File: src/rtl/spk_pkg.sv
package spk_pkg;

    // Fill tracking of the averaging window
    typedef enum logic [0:0] {
        ST_FILL  = 1'b0,   // fewer than a full window of samples since reset
        ST_ARMED = 1'b1    // window full, spike decisions allowed
    } fill_state_t;

endpackage

File: src/rtl/spk_delay_line.sv
// Circular delay line: exposes the sample that leaves the window on the next push.
module spk_delay_line #(
    parameter int              W          = 12,
    parameter int              DEPTH_LOG2 = 5,
    parameter logic [W-1:0]    INIT       = '0
) (
    input  logic         clk,
    input  logic         rst_n,
    input  logic         push_i,
    input  logic [W-1:0] din_i,
    output logic [W-1:0] oldest_o
);
    localparam int DEPTH = 1 << DEPTH_LOG2;

    logic [W-1:0]          slot_q [DEPTH];
    logic [DEPTH_LOG2-1:0] wr_ptr_q;

    always_ff @(posedge clk or negedge rst_n) begin
        if (!rst_n) begin
            wr_ptr_q <= '0;
            for (int i = 0; i < DEPTH; i++) begin
                slot_q[i] <= INIT;
            end
        end else if (push_i) begin
            slot_q[wr_ptr_q] <= din_i;
            wr_ptr_q         <= wr_ptr_q + 1'b1;
        end
    end

    // The slot about to be overwritten holds the sample from DEPTH pushes ago
    assign oldest_o = slot_q[wr_ptr_q];

endmodule

File: src/rtl/spk_running_sum.sv
// Running window sum: adds the entering sample, drops the leaving one.
module spk_running_sum #(
    parameter int                       W        = 12,
    parameter int                       WIN_LOG2 = 5,
    parameter logic [W+WIN_LOG2-1:0]    INIT_SUM = '0
) (
    input  logic         clk,
    input  logic         rst_n,
    input  logic         add_i,
    input  logic [W-1:0] new_i,
    input  logic [W-1:0] old_i,
    output logic [W-1:0] mean_o
);
    localparam int SUM_W = W + WIN_LOG2;

    logic [SUM_W-1:0] sum_q;
    logic [SUM_W-1:0] sum_next;

    always_comb begin
        sum_next = sum_q + SUM_W'(new_i) - SUM_W'(old_i);
    end

    always_ff @(posedge clk or negedge rst_n) begin
        if (!rst_n) begin
            sum_q <= INIT_SUM;
        end else if (add_i) begin
            sum_q <= sum_next;
        end
    end

    // Division by the window size is a plain slice
    assign mean_o = sum_q[SUM_W-1:WIN_LOG2];

endmodule

File: src/rtl/spk_fill_fsm.sv
// Tracks whether a full window has been received since reset.
module spk_fill_fsm
    import spk_pkg::*;
#(
    parameter int WIN_LOG2 = 5
) (
    input  logic clk,
    input  logic rst_n,
    input  logic adv_i,
    output logic armed_o
);
    localparam logic [WIN_LOG2-1:0] LAST_FILL = '1;

    fill_state_t         state_q, state_d;
    logic [WIN_LOG2-1:0] fill_cnt_q, fill_cnt_d;

    // State register
    always_ff @(posedge clk or negedge rst_n) begin
        if (!rst_n) begin
            state_q    <= ST_FILL;     // ANY_TO_FILL
            fill_cnt_q <= '0;
        end else begin
            state_q    <= state_d;
            fill_cnt_q <= fill_cnt_d;
        end
    end

    // Next state
    always_comb begin
        state_d    = state_q;
        fill_cnt_d = fill_cnt_q;
        unique case (state_q)
            ST_FILL: begin
                if (adv_i) begin
                    fill_cnt_d = fill_cnt_q + 1'b1;
                    if (fill_cnt_q == LAST_FILL) begin
                        state_d = ST_ARMED;   // FILL_TO_ARMED
                    end
                end
            end
            ST_ARMED: begin
                state_d = ST_ARMED;
            end
            default: begin
                state_d = ST_FILL;
            end
        endcase
    end

    // Outputs
    always_comb begin
        armed_o = (state_q == ST_ARMED);
    end

endmodule

File: src/rtl/spike_baseline_detector.sv
// Moving-average baseline with threshold spike flag.
module spike_baseline_detector #(
    parameter int W           = 12,
    parameter int WIN_LOG2    = 5,
    parameter bit SIGNED_MODE = 1'b0
) (
    input  logic         clk,
    input  logic         rst_n,
    input  logic         smp_valid_i,
    input  logic [W-1:0] smp_data_i,
    input  logic [W-1:0] thr_code_i,
    output logic         spike_o,
    output logic [W-1:0] baseline_o
);
    localparam int SUM_W = W + WIN_LOG2;

    // Offset-code mask: signed input gets its top bit flipped
    localparam logic [W-1:0] BIAS_MASK =
        SIGNED_MODE ? {1'b1, {(W-1){1'b0}}} : {W{1'b0}};
    localparam logic [SUM_W-1:0] SUM_INIT =
        {{WIN_LOG2{1'b0}}, BIAS_MASK} << WIN_LOG2;

    logic [W-1:0] smp_ofs;
    logic [W-1:0] oldest_ofs;
    logic [W-1:0] mean_ofs;
    logic         armed;
    logic         exceed;
    logic         spike_q;

    assign smp_ofs = smp_data_i ^ BIAS_MASK;

    spk_delay_line #(
        .W          (W),
        .DEPTH_LOG2 (WIN_LOG2),
        .INIT       (BIAS_MASK)
    ) u_window (
        .clk      (clk),
        .rst_n    (rst_n),
        .push_i   (smp_valid_i),
        .din_i    (smp_ofs),
        .oldest_o (oldest_ofs)
    );

    spk_running_sum #(
        .W        (W),
        .WIN_LOG2 (WIN_LOG2),
        .INIT_SUM (SUM_INIT)
    ) u_sum (
        .clk    (clk),
        .rst_n  (rst_n),
        .add_i  (smp_valid_i),
        .new_i  (smp_ofs),
        .old_i  (oldest_ofs),
        .mean_o (mean_ofs)
    );

    spk_fill_fsm #(
        .WIN_LOG2 (WIN_LOG2)
    ) u_fill (
        .clk     (clk),
        .rst_n   (rst_n),
        .adv_i   (smp_valid_i),
        .armed_o (armed)
    );

    // mean_ofs is still the pre-sample baseline during the accepting cycle
    always_comb begin
        exceed = {1'b0, smp_ofs} > ({1'b0, mean_ofs} + {1'b0, thr_code_i});
    end

    always_ff @(posedge clk or negedge rst_n) begin
        if (!rst_n) begin
            spike_q <= 1'b0;
        end else begin
            spike_q <= smp_valid_i & armed & exceed;
        end
    end

    assign spike_o    = spike_q;
    assign baseline_o = mean_ofs ^ BIAS_MASK;

endmodule

File: config.mk
export PLATFORM = sky130hd
export DESIGN_NAME = spike_baseline_detector
export DESIGN_NICKNAME = d
export VERILOG_FILES = /design/src/rtl/spk_pkg.sv /design/src/rtl/spk_delay_line.sv /design/src/rtl/spk_running_sum.sv /design/src/rtl/spk_fill_fsm.sv /design/src/rtl/spike_baseline_detector.sv
export SDC_FILE = /design/constraint.sdc
export NUM_CORES = 1
export LEC_CHECK = 0
export BUFFER_PORTS_ARGS = -buffer_cell sky130_fd_sc_hd__buf_4
export CORE_AREA = 2 2 274 276
export DETAILED_ROUTE_END_ITERATION = 8
export DIE_AREA = 0 0 276 278
export SYNTH_ARGS = -nofsm -noshare
export SYNTH_HDL_FRONTEND = slang
export SYNTH_SLANG_ARGS = --single-unit
File: constraint.sdc
create_clock -name clk -period 12.25 [get_ports clk]
set_input_delay 1.8375 -clock clk [delete_from_list [all_inputs] [get_ports clk]]
set_output_delay 1.8375 -clock clk [all_outputs]
set_load 0.05 [all_outputs]
-- Yosys cells after proc, flatten, opt, wreduce, memory -nomap -nowiden
Cells that the tools add are included.
- reduce and logical (&&, ||, !) cells: 2
- mux-type cells: 9
- bitwise gates (word level): 4
- equal/unequal tests: 1
- add/subtract/negate cells: 5
- magnitude comparators: 3
- operators with widths (operator ; count):
    bitwise mux 384 bit ; 1
    binary-select mux 12 bit (select 5 bit) ; 1
    demux 12 bit (select 5 bit) ; 1
    2-to-1 mux 12 bit ; 3
    adder 17 x 12 -> 17 bit ; 1
    subtractor 17 x 12 -> 17 bit ; 1
    adder 12 x 12 -> 13 bit ; 1
    > comparator 12 x 13 -> 1 bit ; 1
    adder 5 x 1 -> 5 bit, second input constant ; 2
    greater-or-equal comparator 6 bit, second input constant ; 1
    < comparator 6 x 1 -> 1 bit, second input constant ; 1
    inverter 5 -> 6 bit ; 1
    equality test 5 bit, second input constant ; 1
    bitwise AND 1 bit ; 2
    2-to-1 mux 1 bit ; 2
    one-hot mux 1 bit (2 select lines) ; 1
    AND reduction 2 bit ; 1
    logical AND 1 bit ; 1
    inverter 1 bit ; 1
- flip-flop bits (word level): 413
- output and inout port bits: 13
- logic and storage cells: 61
- input port bits: 27

-- Depth between registers and ports, before layout
Gate-level depths: netlist (run 1).
- word-level depth: 6
- depth in mapped cells: 17
- gate-level depth less buffers: 16

-- Hierarchy
A second synthesis (run 1) with hierarchy kept.
- cell total of the unflattened synthesis: 1645
- area, all modules: 20860.0 µm²
- by module, submodules not included (module ; instances ; area each (µm²) ; cells an instance ; sequential area each (µm²)):
    spk_delay_line ; 1 ; 17830.9 ; 1294 ; 9734.3
    spk_running_sum ; 1 ; 1899.3 ; 226 ; 425.4
    spike_baseline_detector ; 1 ; 867.1 ; 107 ; 25.0
    spk_fill_fsm ; 1 ; 262.8 ; 18 ; 150.1

-- Worst setup path after synthesis (run 1)
No wires, ideal clock.
- kind: input -> register
- from: in thr_code_i[0]
- to: reg spike_q (netlist: spike_o)
- data required time: 12.124 ns
- arrival time: 4.178 ns
- cell stages on the path: 15
- path buffers: 0
- library setup time: 0.126 ns
- setup slack: 7.946 ns
- path through: ha_1 inv_1 fa_1 nor2b_1 o21a_1 o21ai_0 a21o_1 and2_1 a311oi_1 ha_1 nand3_1 or2_2 o21ai_0 nor3_1 o311a_1
- longest elaborated chain between the ends: 3
- ends and longest elaborated chain (what ; RTL line ; source):
    start: declaration ; spike_baseline_detector.sv:11 ; input logic [W-1:0] thr_code_i,
    adder 12 x 12 -> 13 bit ; spike_baseline_detector.sv:68 ; exceed = {1'b0, smp_ofs} > ({1'b0, mean_ofs} + {1'b0, thr_code_i});
    > comparator 12 x 13 -> 1 bit ; spike_baseline_detector.sv:68 ;
    bitwise AND 1 bit ; spike_baseline_detector.sv:75 ; spike_q <= smp_valid_i & armed & exceed;
    end signal: assignment ; spike_baseline_detector.sv:75 ;
    end: declaration ; spike_baseline_detector.sv:28 ; logic spike_q;
Every way passes these cells.
A chain may end at the register's enable or synchronous reset.

-- Worst setup path in the final report (run 1)
- from: reg u_window.wr_ptr_q[0]
- to: reg u_sum.sum_q[16]
- longest elaborated chain between the ends: 5
- ends and longest elaborated chain (what ; RTL line ; source):
    start: declaration ; spk_delay_line.sv:16 ; logic [DEPTH_LOG2-1:0] wr_ptr_q;
    start signal: assignment ; spk_delay_line.sv:26 ; wr_ptr_q <= wr_ptr_q + 1'b1;
    inverter 5 -> 6 bit (not written as such) ; spk_delay_line.sv:31 ; assign oldest_o = slot_q[wr_ptr_q];
    binary-select mux 12 bit (select 5 bit) ; spk_delay_line.sv:31 ;
    2-to-1 mux 12 bit (not written as such) (2 in a row) ; spk_delay_line.sv:31 ;
    subtractor 17 x 12 -> 17 bit ; spk_running_sum.sv:20 ; sum_next = sum_q + SUM_W'(new_i) - SUM_W'(old_i);
    end signal: assignment ; spk_running_sum.sv:27 ; sum_q <= sum_next;
    end: declaration ; spk_running_sum.sv:16 ; logic [SUM_W-1:0] sum_q;
Every way passes these cells. The select of a mux whose other input is x is not followed.

==> impl_metrics.yaml, run 1 <==
run_status:
  status: "finished with violations"
  violations: "DRC"
clock_network:
  post_cts_buffers: 0
  cts.clk_slew.worst_paths_ns: 0.06
  clock_path_buffers: 3
  ctsResizeCount: 0
  clock_sinks: 413
  cts_tree: "yes"
  insertion_delay_ns: 0.57
  cts_buffers: 46
  cts_max_level: 2
  cts_root_buffer: "clkbuf_16"
  cts_hold_buf: 0
finish:
  final_util_pct: 31.3
  diodes: 0
  regArea_mm2: 0.0103
  fillers: 7305
  multi_input_area_mm2: 0.00938
  syn_to_final_growth_pct: 13.0
  design_area_mm2: 0.0231
  layout-drive-gt1-share_pct: 35.8
  fin_nets: 1645
  stdcell_count: 2558
worst_setup_path:
  crit_path_cell_trace: "buf_4, mux4_2, nand2_1, nand2_1, a22o_1, a221o_1, fa_1, inv_1, ha_1, a2111oi_1, a211oi_1, o31a_1, o21ai_1, xnor2_1"
  r2r-start: "u_window.wr_ptr_q[0]$_DFFE_PN0P_"
  cp-start-kind: "flop"
  worst_setup_path_end_kind: "flop"
  cp_common_cell: "nand2_1"
  ff2ff_path_depth: 14
  max_stage_delay_ns: 0.92
  worstSetupEndpoint: "u_sum.sum_q[16]$_DFFE_PN0P_"
  path_class: "reg2reg"
  critical_path_arrival_ns: 6.29
  path_max_fanout: 46
  r2r_setup_slack_ns: 6.45
  critPathRequiredTime_ns: 12.74
  cp-startpoint: "u_window.wr_ptr_q[0]$_DFFE_PN0P_"
  rr_endpoint: "u_sum.sum_q[16]$_DFFE_PN0P_"
  critPathSlowestCell: "dfrtp_4"
floorplan:
  die_w_um: 276
  start_util_pct: 27.7
  fp-row-count: 100
  pin_count: 40
  core_region_area_mm2: 0.0738
  die-height_um: 278
  die_area_mm2: 0.0767
global_route:
  antenna_found_initial: 0
  grt_overflow_total: 0
  grt_pass1_wl_mm: 82.9
  track_usage_pct: 13.9
  grt_pass1_vias: 13345
  grt_max_degree: 185
route:
  vias: 12755
  wl_per_cell_um: 20.6
  drc: 4
  final_antenna_net_count: 0
  dr.pass1.iters: 7
  vias_per_cell: 4.99
  drt-total-wl_mm: 52.7
  drt_iter0_markers: 953
place:
  place_hpwl_mm: 34.6
  pre_cts_slack_ns: 6.47
  place_area_mm2: 0.0217
  io_buffers: 39
  dpl.cell_count: 2479
  place_congestion: 0.862
logic_synthesis:
  netlist_area_mm2: 0.0205
  synth-edff-count: 0
  synth_top_area_share_pct: 50.5
  synth_warnings: 0
  synth.avg_cell_area_um2: 13.1
  synth_top_area_cell: "dfrtp_1"
  synth_fp_nets: 1646
  synth_area_leaders: "dfrtp_1, mux2_2, mux4_2"
  yosysMostFrequentCell: "dfrtp_1"
  synth_common_cells: "dfrtp_1, mux2_2, nand2_1"
  synth_flop_cell: "dfrtp_1"
  async_flop_share_pct: 100
  yosysUniqueCellTypes: 56
  ys_seq_elements: 413
  ys_seq_area_share_pct: 50.5
  synthCells: 1559
sta:
  setup_tns_ns: 0
  whs_ns: 0.478
  hold_violations: 0
  layout_setup_ws_ns: 6.45
  relSlewSlack_pct: 11.0
  final-setup-viol-count: 0
  rsz0062_at_grt: "false"
  fmax_ghz: 0.172
  post-route-period-util_pct: 47.4
  post-route-min-period_ns: 5.80
  worst_pin_slew_ns: 1.33
  slew_viol_final: 0
  fin_skew_ns: 0.0113
pwr:
  switching_power_mw: 2.59
  p_leak_nw: 10.4
  seqPwrFrac_pct: 33.7
  clockPowerShare_pct: 19.5
  intPower_mw: 4.19
  p_sw_share_pct: 38.2
  p_comb_share_pct: 46.8
  total_power_mw: 6.78
  irDropWorstVdd_mv: 0.174
  p_per_area_mw_per_mm2: 293
flow_run:
  cap_viol_max_count: 0
min_path:
  min_path_type: "reg2reg"
## final cells by class
| class | instances | area share (%) |
|---|---|---|
| sequential | 413 | 44.7 |
| clock inverter | 9 | 0.330 |
| multi-input combinational | 967 | 40.5 |
| tap | 969 | 5.24 |
| timing repair buffer | 70 | 2.36 |
| inverter | 60 | 0.973 |
| clock buffer | 70 | 5.85 |
## kinds of logic (layout without fill, tap and decap cells)
| family | after synthesis | after routing | share of synthesized area, % |
|---|---|---|---|
| fa+ha+maj | 60 | 60 | 4.14 |
| simple gates | 254 | 254 | 5.25 |
| compound gates | 199 | 199 | 5.92 |
| xor+xnor | 23 | 23 | 0.984 |
| buf+inv | 179 | 209 | 3.81 |
| flops | 413 | 413 | 50.5 |
| mux | 431 | 431 | 29.4 |
## worst min path at each step
| stage | startpoint | end | slack [ns] | cells past startpoint |
|---|---|---|---|---|
| after global routing | u_fill.fill_cnt_q[3]$_DFFE_PN0P_ | u_fill.fill_cnt_q[3]$_DFFE_PN0P_ | 0.50 | 1 |
| final | u_window.slot_q[305]$_DFFE_PN0P_ | u_window.slot_q[305]$_DFFE_PN0P_ | 0.48 | 2 |
| after floorplan | u_fill.fill_cnt_q[3]$_DFFE_PN0P_ | u_fill.fill_cnt_q[3]$_DFFE_PN0P_ | 0.44 | 1 |
| after detailed placement | u_window.slot_q[325]$_DFFE_PN0P_ | u_window.slot_q[325]$_DFFE_PN0P_ | 0.47 | 2 |
| after CTS | u_window.slot_q[263]$_DFFE_PN0P_ | u_window.slot_q[263]$_DFFE_PN0P_ | 0.48 | 2 |
| after global placement | u_window.slot_q[310]$_DFFE_PN0P_ | u_window.slot_q[310]$_DFFE_PN0P_ | 0.46 | 2 |
## cell usage in the layout (no fill, tap or decap), types with 5 or more instances in the layout
cell,count
nand4_1,5
a221oi_1,6
a21o_1,14
clkbuf_1,14
a21oi_1,31
mux2i_1,7
mux4_2,105
nor2_1,47
nor2b_1,5
dfrtp_1,411
clkinv_2,6
xor2_1,12
buf_4,68
a22oi_1,6
o211ai_1,5
nand3_1,20
nand2_1,146
nor3_1,6
mux2_2,319
o21a_1,5
clkbuf_16,47
ha_1,47
o21ai_0,97
inv_1,60
fa_1,13
clkbuf_8,9
xnor2_1,11
and3_1,6
## power groups by stage
stage | clock (mW) | sequential, mW | combinational, mW
CTS | 1.35 | 2.29 | 3.18
finish | 1.32 | 2.29 | 3.17
global placement | 0 | 2.27 | 3.10
floorplan | 0 | 2.11 | 2.51
global route | 1.41 | 2.36 | 3.48
detailed placement | 0 | 2.31 | 3.17
## layer usage
layer  wire length [um]  global-route usage (%)
met5                  0                       0
met4               1670                    4.85
met1              23300                    18.5
met2              25700                    23.1
met3               2030                    1.96
## worst max-delay path: cells and delay by family (launching register included)
kind	cells	cell delay (ns)
AOI/OAI and AO/OA	6	2.09
adders and majority gates	2	0.86
muxes	1	0.61
buffers and inverters	2	0.90
and+or+nand+nor	2	0.15
xor gates and xnor gates	1	0.13
DFF	1	0.92
## flip-flops by register name (all words and copies together) (netlist names)
register           cells
spike_o                1
u_fill.armed_o         1
u_fill.fill_cnt_q      5
u_sum.sum_q           17
u_window.slot_q      384
u_window.wr_ptr_q      5
Power figures use the tool's default switching activity.
==> run 2, diff against run 1 <==
==> constraint.sdc (replaced) <==
create_clock -name clk -period 5.45 [get_ports clk]
set_input_delay 0.8175 -clock clk [delete_from_list [all_inputs] [get_ports clk]]
set_output_delay 0.8175 -clock clk [all_outputs]
set_load 0.05 [all_outputs]
==> impl_metrics.yaml, run 2 (synthesis gave the netlist of run 1 again) <==
pwr:
  p_leak_nw: 10.5
  p_per_area_mw_per_mm2: 667
  total_power_mw: 15.6
  irDropWorstVdd_mv: 0.393
global_route:
  grt_pass1_vias: 13664
  grt_pass1_wl_mm: 85.1
  grt_overflow_total: 0
  grt_max_degree: 153
  antenna_found_initial: 1
  track_usage_pct: 14.3
place:
  pre_cts_slack_ns: 0.391
  dpl.cell_count: 2496
  io_buffers: 39
  place_hpwl_mm: 36.2
  place_congestion: 0.854
  place_area_mm2: 0.0219
sta:
  fmax_ghz: 0.203
  post-route-period-util_pct: 90.3
  layout_setup_ws_ns: 0.529
  hold_violations: 0
  setup_tns_ns: 0
  post-route-min-period_ns: 4.92
  final-setup-viol-count: 0
  worst_pin_slew_ns: 1.22
  slew_viol_final: 0
  rsz0062_at_grt: "false"
  relSlewSlack_pct: 18.6
  whs_ns: 0.253
  fin_skew_ns: 0.00782
finish:
  final_util_pct: 31.7
  syn_to_final_growth_pct: 14.3
  largest_register_ff_count: 384
  layout-drive-gt1-share_pct: 36.9
  design_area_mm2: 0.0234
  fin_nets: 1662
  fillers: 7241
  layout_common_cells: "dfrtp_1, mux2_2, nand2_1, mux4_2, o21ai_0"
  diodes: 0
  reg_top3: "u_window.slot_q x384, u_sum.sum_q x17"
  layout_commonest_cell: "dfrtp_1"
  largest-register: "u_window.slot_q"
  stdcell_count: 2578
floorplan:
  start_util_pct: 27.7
  pin_count: 40
  fp-row-count: 100
  die-height_um: 278
  die_w_um: 276
  core_region_area_mm2: 0.0738
  die_area_mm2: 0.0767
worst_setup_path:
  path_class: "reg2reg"
  critPathRequiredTime_ns: 5.93
  worst_setup_path_end_kind: "flop"
  r2r-start: "u_window.wr_ptr_q[1]$_DFFE_PN0P_"
  rr_endpoint: "u_sum.sum_q[10]$_DFFE_PN0P_"
  path_max_fanout: 40
  critical_path_arrival_ns: 5.40
  ff2ff_path_depth: 15
  cp-start-kind: "flop"
  r2r_setup_slack_ns: 0.53
clock_network:
  cts_buffers: 45
  insertion_delay_ns: 0.58
  cts_tree: "yes"
  cts_max_level: 2
  clock_path_buffers: 3
  cts.clk_slew.worst_paths_ns: 0.06
  cts_root_buffer: "clkbuf_16"
  clock_sinks: 413
  ctsResizeCount: 0
route:
  drt-total-wl_mm: 55.0
  wl_per_cell_um: 21.3
  vias_per_cell: 5.05
  dr.pass1.iters: 7
  vias: 13029
  final_antenna_net_count: 0
  drt_iter0_markers: 1101
  drc: 4
min_path:
  min_path_type: "in2async"
run_status:
  status: "finished with violations"
  violations: "DRC"
flow_run:
  cap_viol_max_count: 0
run 2: how the worst max path moves through the flow:
| stage | slack, ns | end | cells past startpoint | startpoint |
|---|---|---|---|---|
| after floorplan | 1.15 | u_sum.sum_q[16]$_DFFE_PN0P_ | 15 | u_window.wr_ptr_q[0]$_DFFE_PN0P_ |
| after global placement | 0.49 | u_sum.sum_q[16]$_DFFE_PN0P_ | 15 | u_window.wr_ptr_q[0]$_DFFE_PN0P_ |
| after detailed placement | 0.39 | u_sum.sum_q[10]$_DFFE_PN0P_ | 15 | u_window.wr_ptr_q[0]$_DFFE_PN0P_ |
| after CTS | 0.35 | u_sum.sum_q[10]$_DFFE_PN0P_ | 15 | u_window.wr_ptr_q[0]$_DFFE_PN0P_ |
| after global routing | 0.22 | u_sum.sum_q[10]$_DFFE_PN0P_ | 13 | u_window.wr_ptr_q[0]$_DFFE_PN0P_ |
| final | 0.53 | u_sum.sum_q[10]$_DFFE_PN0P_ | 15 | u_window.wr_ptr_q[1]$_DFFE_PN0P_ |
run 2: layout make-up:
class                      instances  area [um^2]  area share (%)
inverter                          60          225           0.962
multi-input combinational        967         9380            40.1
clock buffer                      64         1290            5.50
timing repair buffer              88          743            3.17
sequential                       413        10300            44.2
tap                              969         1210            5.18
clock inverter                    17          216           0.925
run 2: per-layer routing:
| metal | vias up | global-route usage [%] | share of wire (%) | wire length, um |
|---|---|---|---|---|
| li1 | 5649 | - | - | - |
| met3 | 111 | 2.79 | 6.0 | 3290 |
| met5 | - | 0 | 0 | 0 |
| met1 | 6877 | 19.1 | 43 | 23900 |
| met2 | 392 | 23.2 | 47 | 25700 |
| met4 | 0 | 5.45 | 4.0 | 2190 |
run 2: report_power, final:
group / total [mW] / switching [mW] / internal [mW]
Clock: 3.12 / 1.27 / 1.84
Combinational: 7.40 / 3.88 / 3.52
Sequential: 5.10 / 0.811 / 4.29
run 2: critical path, stage by stage (launching register included):
cell and delay [ns]:
dfrtp_4 0.90, buf_4 0.33, mux4_2 0.32, nand2_1 0.09, nand2_1 0.06, nand2_1 0.09
o21ai_0 0.10, a221o_1 0.32, fa_1 0.49, inv_1 0.04, ha_1 0.38, a2111oi_1 0.82
a21oi_1 0.22, o21a_1 0.23, o21a_1 0.17, o31ai_1 0.25
run 2: what timing repair did:
action,in CTS,in global routing
hold buffers,0,0
setup buffers,0,1
endpoints found under the setup margin,0,1
